## config.mk

```make
export PLATFORM = sky130hd
export DESIGN_NAME = spi_baud_clkgen
export DESIGN_NICKNAME = d
export VERILOG_FILES = /design/src/rtl/spi_baud_pkg.sv /design/src/rtl/spi_baud_decode.sv /design/src/rtl/spi_baud_phase_cnt.sv /design/src/rtl/spi_baud_clkgen.sv
export SDC_FILE = /design/constraint.sdc
export NUM_CORES = 1
export LEC_CHECK = 0
export BUFFER_PORTS_ARGS = -buffer_cell sky130_fd_sc_hd__buf_2
export CELL_PAD_IN_SITES_DETAIL_PLACEMENT = 2
export CELL_PAD_IN_SITES_GLOBAL_PLACEMENT = 2
export CORE_MARGIN = 2
export CORE_UTILIZATION = 35
export CTS_BUF_LIST = sky130_fd_sc_hd__clkbuf_16
export DETAILED_ROUTE_END_ITERATION = 8
export GPL_TIMING_DRIVEN = 0
export PLACE_DENSITY_LB_ADDON = 0.1
export SLEW_MARGIN = 20
export SYNTH_ARGS = -nofsm -noshare
export SYNTH_HDL_FRONTEND = slang
export SYNTH_HIERARCHICAL = 1
export SYNTH_SLANG_ARGS = --single-unit
```

## constraint.sdc

```tcl
create_clock -name clk -period 5.3 [get_ports clk]
set_clock_uncertainty 0.2 [all_clocks]
set_input_delay 1.06 -clock clk [delete_from_list [all_inputs] [get_ports clk]]
set_output_delay 1.06 -clock clk [all_outputs]
set_load 0.02 [all_outputs]
```

## src/rtl/spi_baud_pkg.sv

```systemverilog
package spi_baud_pkg;

    // Rate values up to this one are clamped to the minimum divisor.
    localparam int unsigned SMALL_RATE_MAX = 3;
    localparam int unsigned MIN_DIVISOR    = 4;

    // Where the generator is inside a serial clock period.
    typedef enum logic [1:0] {
        PH_OFF    = 2'd0,
        PH_ACTIVE = 2'd1,
        PH_IDLE   = 2'd2
    } phase_e;

    // Edge strobes handed to the shift register.
    typedef struct packed {
        logic lead;
        logic trail;
    } edge_stb_t;

endpackage

```

## src/rtl/spi_baud_decode.sv

```systemverilog
module spi_baud_decode
    import spi_baud_pkg::*;
#(
    parameter int unsigned BRR_W = 7
) (
    input  logic [BRR_W-1:0] brr,
    output logic [BRR_W-1:0] act_len,
    output logic [BRR_W-1:0] idle_len
);

    localparam int unsigned DIV_W = BRR_W + 1;

    logic [DIV_W-1:0] divisor;
    logic [DIV_W-1:0] half_dn;

    always_comb begin
        if ({1'b0, brr} <= DIV_W'(SMALL_RATE_MAX)) begin
            divisor = DIV_W'(MIN_DIVISOR);
        end else begin
            divisor = {1'b0, brr} + DIV_W'(1);
        end
        // The active phase takes the floor half; the idle phase gets the rest.
        half_dn  = {1'b0, divisor[DIV_W-1:1]};
        act_len  = half_dn[BRR_W-1:0];
        idle_len = BRR_W'(divisor - half_dn);
    end

    // the two phase lengths differ by at most one, and the idle phase is never shorter.
    always_comb begin
        a_r4_phase_split: assert ((idle_len == act_len) || (idle_len == act_len + BRR_W'(1)))
            else $error("phase split out of range");
    end

    // no phase is shorter than two cycles.
    always_comb begin
        a_r7_min_phase: assert (act_len >= BRR_W'(2))
            else $error("phase shorter than two cycles");
    end

endmodule

```

## src/rtl/spi_baud_phase_cnt.sv

```systemverilog
module spi_baud_phase_cnt #(
    parameter int unsigned LEN_W = 7
) (
    input  logic             clk,
    input  logic             rst,
    input  logic             clear,
    input  logic             load,
    input  logic [LEN_W-1:0] load_len,
    output logic             done
);

    logic [LEN_W-1:0] cnt_q;

    always_ff @(posedge clk) begin
        if (rst || clear) begin
            cnt_q <= '0;
        end else if (load) begin
            cnt_q <= load_len - LEN_W'(1);
        end else if (cnt_q != '0) begin
            cnt_q <= cnt_q - LEN_W'(1);
        end
    end

    assign done = (cnt_q == '0);

endmodule

```

## src/rtl/spi_baud_clkgen.sv

```systemverilog
module spi_baud_clkgen
    import spi_baud_pkg::*;
#(
    parameter int unsigned BRR_W = 7
) (
    input  logic             clk,
    input  logic             rst,
    input  logic             en,
    input  logic [BRR_W-1:0] brr,
    input  logic             cpol,
    output logic             sclk,
    output logic             lead_stb,
    output logic             trail_stb
);

    localparam int unsigned RUN_W = BRR_W + 1;

    phase_e           phase_q;
    logic             pol_q;
    logic             sclk_q;
    edge_stb_t        stb_q;
    logic [BRR_W-1:0] act_q;
    logic [BRR_W-1:0] idle_q;

    logic [BRR_W-1:0] dec_act;
    logic [BRR_W-1:0] dec_idle;
    logic             cnt_done;
    logic             start_period;
    logic             enter_idle;
    logic             cnt_load;
    logic [BRR_W-1:0] cnt_len;

    spi_baud_decode #(.BRR_W(BRR_W)) u_decode (
        .brr      (brr),
        .act_len  (dec_act),
        .idle_len (dec_idle)
    );

    // A new period begins from the stopped state or after the idle phase ends.
    always_comb begin
        start_period = en && ((phase_q == PH_OFF) || ((phase_q == PH_IDLE) && cnt_done));
        enter_idle   = en && (phase_q == PH_ACTIVE) && cnt_done;
        cnt_load     = start_period || enter_idle;
        cnt_len      = start_period ? dec_act : idle_q;
    end

    spi_baud_phase_cnt #(.LEN_W(BRR_W)) u_cnt (
        .clk      (clk),
        .rst      (rst),
        .clear    (!en),
        .load     (cnt_load),
        .load_len (cnt_len),
        .done     (cnt_done)
    );

    always_ff @(posedge clk) begin
        if (rst) begin
            phase_q <= PH_OFF;
            pol_q   <= 1'b0;
            sclk_q  <= 1'b0;
            stb_q   <= '0;
            act_q   <= '0;
            idle_q  <= '0;
        end else if (!en) begin
            phase_q <= PH_OFF;
            pol_q   <= cpol;
            sclk_q  <= cpol;
            stb_q   <= '0;
        end else if (start_period) begin
            phase_q <= PH_ACTIVE;
            pol_q   <= cpol;
            sclk_q  <= ~cpol;
            act_q   <= dec_act;
            idle_q  <= dec_idle;
            stb_q   <= '{lead: 1'b1, trail: 1'b0};
        end else if (enter_idle) begin
            phase_q <= PH_IDLE;
            sclk_q  <= pol_q;
            stb_q   <= '{lead: 1'b0, trail: 1'b1};
        end else begin
            stb_q   <= '0;
        end
    end

    assign sclk      = sclk_q;
    assign lead_stb  = stb_q.lead;
    assign trail_stb = stb_q.trail;

    // Cycles since the last strobe, used to check phase lengths.
    logic [RUN_W-1:0] run_len;
    always_ff @(posedge clk) begin
        if (rst) begin
            run_len <= '0;
        end else if (lead_stb || trail_stb) begin
            run_len <= RUN_W'(1);
        end else if (run_len != '1) begin
            run_len <= run_len + RUN_W'(1);
        end
    end

    // a low enable forces the idle level and silences both strobes.
    a_r2_idle_level: assert property (@(posedge clk) disable iff (rst)
        !en |=> (sclk == $past(cpol)) && !lead_stb && !trail_stb)
        else $error("idle level not held while disabled");

    // while running, every level change of sclk comes with a strobe.
    a_r9_edge_has_strobe: assert property (@(posedge clk) disable iff (rst)
        ($past(en) && (sclk != $past(sclk))) |-> (lead_stb || trail_stb))
        else $error("sclk moved without a strobe");

    // a leading strobe always shows the non-idle level.
    a_r10_lead_level: assert property (@(posedge clk) disable iff (rst)
        lead_stb |-> (sclk != pol_q))
        else $error("leading strobe at idle level");

    // the active phase lasts exactly its captured length.
    a_r5_active_len: assert property (@(posedge clk) disable iff (rst)
        trail_stb |-> (run_len == RUN_W'(act_q)))
        else $error("active phase length wrong");

    // the idle phase before a back-to-back leading edge lasts its captured length.
    a_r3_idle_len: assert property (@(posedge clk) disable iff (rst)
        (lead_stb && ($past(phase_q) == PH_IDLE)) |-> (run_len == RUN_W'($past(idle_q))))
        else $error("idle phase length wrong");

endmodule

```

==> impl_metrics.py, run 1 <==
metrics = {
    "run_status": {
        "outcome": "complete, no violations",
    },
    "sta": {
        "finalHoldViolCount": 0,
        "maxSlewHeadroom_pct": 52.1,
        "finalCritPeriodShare_pct": 80.3,
        "setup_slack_ns": 1.05,
        "max_slew.worst_pin.slew_ns": 0.712,
        "rsz0062_at_grt": "no",
        "layout_min_cycle_time_ns": 4.25,
        "setup_tns_ns": 0,
        "fmax_mhz": 235,
        "setup_viol": 0,
        "slew_viol_final": 0,
    },
    "floorplanning": {
        "die_x_um": 69.9,
        "initial_core_util_pct": 37.2,
        "rows": 23,
        "die_height_um": 69.9,
        "dieArea_mm2": 0.00488,
        "core_mm2": 0.00409,
        "ioPinCount": 14,
    },
    "detailed_routing": {
        "wl_um": 4420,
        "wl_per_cell_um": 17.3,
        "antenna_left": 0,
        "viasPerCell": 5.53,
        "drc_errors": 0,
        "dr.first_iter.drc_count": 25,
        "firstDrtPassIters": 4,
        "vias": 1409,
    },
    "worst_setup_path": {
        "r2r_slack_ns": 1.05,
        "crit_path_end_kind": "register",
        "r2r_cells": 13,
        "start_kind": "register",
        "critPathKind": "register to register",
        "worstPathArrival_ns": 4.19,
        "required_ns": 5.23,
        "rr_startpoint": "u_cnt/cnt_q[3]",
        "reg2reg_to": "u_cnt/cnt_q[6]",
        "cp_max_fo": 10,
    },
    "placed_design": {
        "dp_hpwl_um": 3480,
        "dp_slack_ns": 0.718,
        "io_buffers": 13,
        "gp_congestion": 0.729,
    },
    "yosys": {
        "synthCells": 188,
        "synth-seq-area-share_pct": 26.4,
        "synthDominantCellAreaShare_pct": 26.4,
        "synth_top_area_cell": "dfxtp_1",
        "yosysMostFrequentCell": "nand2_1",
        "yosysWarnings": 6,
        "synth_flop_cell": "dfxtp_1",
        "syn-num-nets": 206,
        "yosysUniqueCellTypes": 53,
        "synth_edf_count": 0,
        "synth.avg_cell_area_um2": 8.08,
        "async_flop_share_pct": 0,
        "synth-seq-cells": 20,
        "synth.area.top_cells": "dfxtp_1 26%, nand2_1 8.2%, mux2i_1 6.6%",
        "synthTopCellsByCount": "33 x nand2_1, 20 x dfxtp_1, 13 x nor2_1",
        "syn_area_mm2": 0.00152,
    },
    "clocking": {
        "clkSinkCount": 20,
        "cts_root_buf": "clkbuf_16",
        "cts_max_level": 1,
        "hold_buffers": 0,
        "clk_path_buf_depth": 2,
        "cts_resized": 0,
        "cts_tree": "done",
        "post_cts_buffers": 0,
        "clk_pin_slew_ns": 0.06,
        "cts-buffers-inserted": 3,
        "clock_latency_ns": 0.25,
    },
    "power": {
        "p_clk_share_pct": 33.8,
        "vdd_drop_max_mv": 0.129,
        "p_sw_uw": 208,
        "pwr-share-seq_pct": 29.2,
        "p_leak_uw": 0.000778,
        "p_sw_share_pct": 33.4,
        "p_int_uw": 415,
        "combPwrFrac_pct": 37.0,
        "power_density_mw_per_mm2": 355,
    },
    "cells_and_area": {
        "syn2layout_area_growth_pct": 15.7,
        "n_antenna_cell": 0,
        "nets": 224,
        "layout-drive-gt1-share_pct": 21.0,
        "fillers": 474,
    },
    "min_path": {
        "holdPathEnd": "idle_q[6]",
        "holdCritPathClass": "register to register",
        "min_from": "idle_q[6]",
        "hold_path_depth": 2,
    },
    "job": {
        "maxCapViolCount": 0,
    },
    "global_routing": {
        "track_usage_pct": 18.9,
        "antenna_found_initial": 0,
        "grt_overflow_total": 0,
        "grt_max_degree": 13,
        "grt_pass1_wl_um": 7480,
        "grt_pass1_vias": 1571,
    },
}
cell families (layout without fill, tap and decap cells):
family	after synthesis	after routing	synth area share, %
AND/OR/NAND/NOR	90	90	32.9
buffers and inverters	16	33	5.11
multiplexers	10	10	6.59
flip-flops	20	20	26.4
AO/OA/AOI/OAI	35	35	16.0
adder cells (fa/ha/maj)	7	7	6.26
XOR/XNOR	10	10	6.75
final cells by class:
cell class / instances / area (um^2) / area share (%)
plain buffers: 5 / 36.3 / 2.06
multi-input cells: 152 / 1050 / 59.6
flip-flops and latches: 20 / 400 / 22.8
clock inverters: 1 / 30.0 / 1.71
inverters: 11 / 41.3 / 2.35
repair buffers: 13 / 65.1 / 3.70
clock buffers: 3 / 75.1 / 4.27
well taps: 50 / 62.6 / 3.56
critical path: stages (launching register included):
cell       delay [ns]
dfxtp_1          0.34
or4_1            0.51
buf_2            0.20
nor4_2           0.55
nor2b_4          0.10
nor2_1           0.17
nor2_1           0.08
nor2_1           0.27
buf_2            0.34
mux2i_1          0.26
ha_1             0.23
or4bb_1          0.54
o2bb2ai_1        0.19
mux2i_1          0.14
power by group through the flow:
stage          clock network [uW]  registers [uW]  logic, uW
3_3_place_gp                    0             184        212
3_5_place_dp                    0             185        228
5_1_grt                       220             185        256
6_report                      211             182        231
2_1_floorplan                   0             183        169
4_1_cts                       214             182        232
through the flow:
stage                     area (um^2)  utilization [%]  hold WS (ns)  total power [uW]  cells
after floorplan                  1520                -         0.239               353    188
after global placement           1650             40.3         0.255               396    251
after detailed placement         1650             40.3         0.268               413    251
after CTS                        1750             42.9         0.275               628    255
after global routing             1760             43.0         0.302               661    255
final                            1760             43.0         0.272               624    255
registers in the layout (all words and copies together), names as in the netlist:
| register | flops |
|---|---|
| idle_q | 7 |
| lead_stb | 1 |
| phase_q | 2 |
| pol_q | 1 |
| sclk | 1 |
| trail_stb | 1 |
| u_cnt/cnt_q | 7 |
placed cells by master (no fill, tap or decap), types with 3 or more instances in the layout:
| cell | count |
|---|---|
| buf_2 | 15 |
| nand2_2 | 4 |
| mux2i_1 | 10 |
| o21ai_1 | 4 |
| a21oi_1 | 9 |
| ha_1 | 6 |
| a21oi_2 | 3 |
| nand2_1 | 33 |
| inv_1 | 9 |
| clkbuf_16 | 3 |
| nor2_1 | 13 |
| xnor2_1 | 5 |
| nor3_1 | 5 |
| dfxtp_1 | 20 |
| nand2b_1 | 4 |
| o21ai_0 | 4 |
| xor2_1 | 3 |
| nand3_1 | 3 |
how the worst max path moves through the flow:
stage,from,to,slack (ns),cells after the start
after floorplan,u_cnt/cnt_q[3],u_cnt/cnt_q[6],1.46,13
after global placement,u_cnt/cnt_q[3],u_cnt/cnt_q[6],0.91,13
after detailed placement,u_cnt/cnt_q[3],u_cnt/cnt_q[6],0.72,13
after CTS,u_cnt/cnt_q[3],u_cnt/cnt_q[6],0.68,12
after global routing,u_cnt/cnt_q[3],u_cnt/cnt_q[6],0.77,13
final,u_cnt/cnt_q[3],u_cnt/cnt_q[6],1.05,13
routing by layer:
metal	global-route usage, %	wire, um	vias to the layer above
met4	7.48	121	0
li1	-	-	690
met1	21.9	1900	689
met3	1.73	100	9
met5	0	0	-
met2	35.4	2300	21
Note: power is estimated with default switching activity, not from simulation.
==> run 2: changes to the inputs <==
Clock period 5.3 ns to 4.2 ns, I/O delays scaled along.
==> run 2 against run 1 <==
Critical endpoint unchanged. Register-to-register slack got worse by 0.78 ns. Setup slack got worse by 0.78 ns. First-iteration DRC count rose by 68%. Sequential share of layout area fell by 0.27 points. Power rose by 29%.
==> impl_metrics.py, run 2 (synthesis gave the netlist of run 1 again) <==
metrics = {
    "global_routing": {
        "antenna_found_initial": 0,
        "grt_max_degree": 13,
        "track_usage_pct": 19.0,
        "grt_pass1_wl_um": 7490,
        "grt_overflow_total": 0,
        "grt_pass1_vias": 1573,
    },
    "worst_setup_path": {
        "cp_slowest_cell": "or4bb_1",
        "start_kind": "register",
        "crit_family": "simple AND/OR/NAND/NOR gates",
        "worstPathArrival_ns": 3.87,
        "cp.buffers_inverters": 3,
        "crit_top_cell": "mux2i_1",
        "critPathKind": "register to register",
        "cp_max_fo": 10,
        "required_ns": 4.13,
        "cpPeakStageDelay_ns": 0.54,
        "crit_path_end_kind": "register",
        "crit_start": "u_cnt/cnt_q[3]",
        "rr_startpoint": "u_cnt/cnt_q[3]",
        "path_cells": "or4_1 > buf_2 > nor4_4 > buf_4 > nor2b_1 > nor2_1 > nor2_2 > clkbuf_4 > mux2i_1 > ha_1 > or4bb_1 > o2bb2ai_1 > mux2i_1",
    },
    "clocking": {
        "clock_latency_ns": 0.25,
        "clkSinkCount": 20,
        "clk_path_buf_depth": 2,
        "hold_buffers": 0,
        "clk_pin_slew_ns": 0.06,
        "cts_root_buf": "clkbuf_16",
        "cts-buffers-inserted": 3,
        "cts_max_level": 1,
        "cts_tree": "done",
    },
    "placed_design": {
        "dp_slack_ns": -0.382,
        "dp_hpwl_um": 3480,
        "placed_cells": 251,
        "io_buffers": 13,
        "gp_congestion": 0.729,
    },
    "cells_and_area": {
        "largestRegisters": "idle_q x7, u_cnt/cnt_q x7, phase_q x2",
        "syn2layout_area_growth_pct": 17.1,
        "layout_commonest_cell": "nand2_1",
        "nets": 225,
        "layout-drive-gt1-share_pct": 21.8,
        "n_antenna_cell": 0,
        "instances_no_fill": 256,
        "post-route-util_pct": 43.5,
        "layout_common_cells": "33 x nand2_1, 20 x dfxtp_1, 14 x buf_2, 12 x nor2_1, 10 x mux2i_1",
    },
    "power": {
        "vdd_drop_max_mv": 0.173,
        "p_leak_uw": 0.000786,
        "power_density_mw_per_mm2": 452,
    },
    "detailed_routing": {
        "firstDrtPassIters": 4,
        "drc_errors": 0,
        "wl_um": 4430,
        "antenna_left": 0,
        "wl_per_cell_um": 17.3,
        "vias": 1415,
        "viasPerCell": 5.53,
        "dr.first_iter.drc_count": 42,
    },
    "floorplanning": {
        "ioPinCount": 14,
        "die_x_um": 69.9,
        "rows": 23,
        "die_height_um": 69.9,
        "dieArea_mm2": 0.00488,
        "initial_core_util_pct": 37.2,
        "core_mm2": 0.00409,
    },
    "min_path": {
        "holdCritPathClass": "register to register",
        "min_from": "idle_q[6]",
    },
    "sta": {
        "maxSlewHeadroom_pct": 60.0,
        "layout_min_cycle_time_ns": 3.93,
        "setup_viol": 0,
        "finalCritPeriodShare_pct": 93.7,
        "finalHoldViolCount": 0,
        "max_slew.worst_pin.slew_ns": 0.600,
        "setup_slack_ns": 0.266,
        "fmax_mhz": 254,
        "fin_hold_ws_ns": 0.272,
        "slew_viol_final": 0,
        "rsz0062_at_grt": "no",
    },
    "job": {
        "maxCapViolCount": 0,
    },
    "run_status": {
        "outcome": "complete, no violations",
    },
}
run 2: changes by cell type in the layout (fill, tap and decap cells not counted), sizes merged:
cell    previous run  this run
clkbuf             4         5
run 2: path summary, 6_finish.rpt:
kind,slack (ns),depth (start not counted),endpoint
hold reg to reg,0.27,2,idle_q[6]
setup reg to reg,0.27,13,u_cnt/cnt_q[6]
hold / removal,0.27,2,idle_q[6]
setup / recovery,0.27,13,u_cnt/cnt_q[6]
run 2: layer usage:
layer | wire, um | track usage (%) | vias to the layer above
met5 | 0 | 0 | -
met4 | 99 | 7.48 | 0
met3 | 73 | 1.59 | 7
met2 | 2330 | 35.6 | 15
met1 | 1930 | 22.0 | 699
li1 | - | - | 694
run 2: where the power goes:
part	internal (uW)	switching [uW]	leakage (uW)
logic	134	173	0.000571
clock network	189	75.8	0.0000511
registers	213	18.6	0.000164
total	537	267	0.000786
run 2: cell type report:
cell class	count	area, um^2
fillers	473	2310
clock buffers	3	75.1
plain buffers	5	38.8
inverters	11	41.3
multi-input cells	152	1060
well taps	50	62.6
clock inverters	1	30.0
flip-flops and latches	20	400
repair buffers	14	72.6
run 2: what timing repair did:
action	4_1_cts	5_1_grt
setup endpoints to repair	2	2
setup buffers	0	1
resized for setup	2	2
pin swaps	0	1
run 2: per-stage QoR:
stage	cell area, um^2	setup TNS, ns	total power [uW]
4_1_cts	1770	0	802
3_3_place_gp	1650	-0.350	499
2_1_floorplan	1520	0	445
6_report	1780	0	804
5_1_grt	1780	0	852
3_5_place_dp	1650	-0.744	521
run 2: worst register-to-register path, cell delays in order (launching register included):
cell and delay [ns]:
dfxtp_1 0.34, or4_1 0.51, buf_2 0.20, nor4_4 0.27
buf_4 0.19, nor2b_1 0.21, nor2_1 0.08, nor2_2 0.19
clkbuf_4 0.29, mux2i_1 0.25, ha_1 0.23, or4bb_1 0.54
o2bb2ai_1 0.18, mux2i_1 0.13
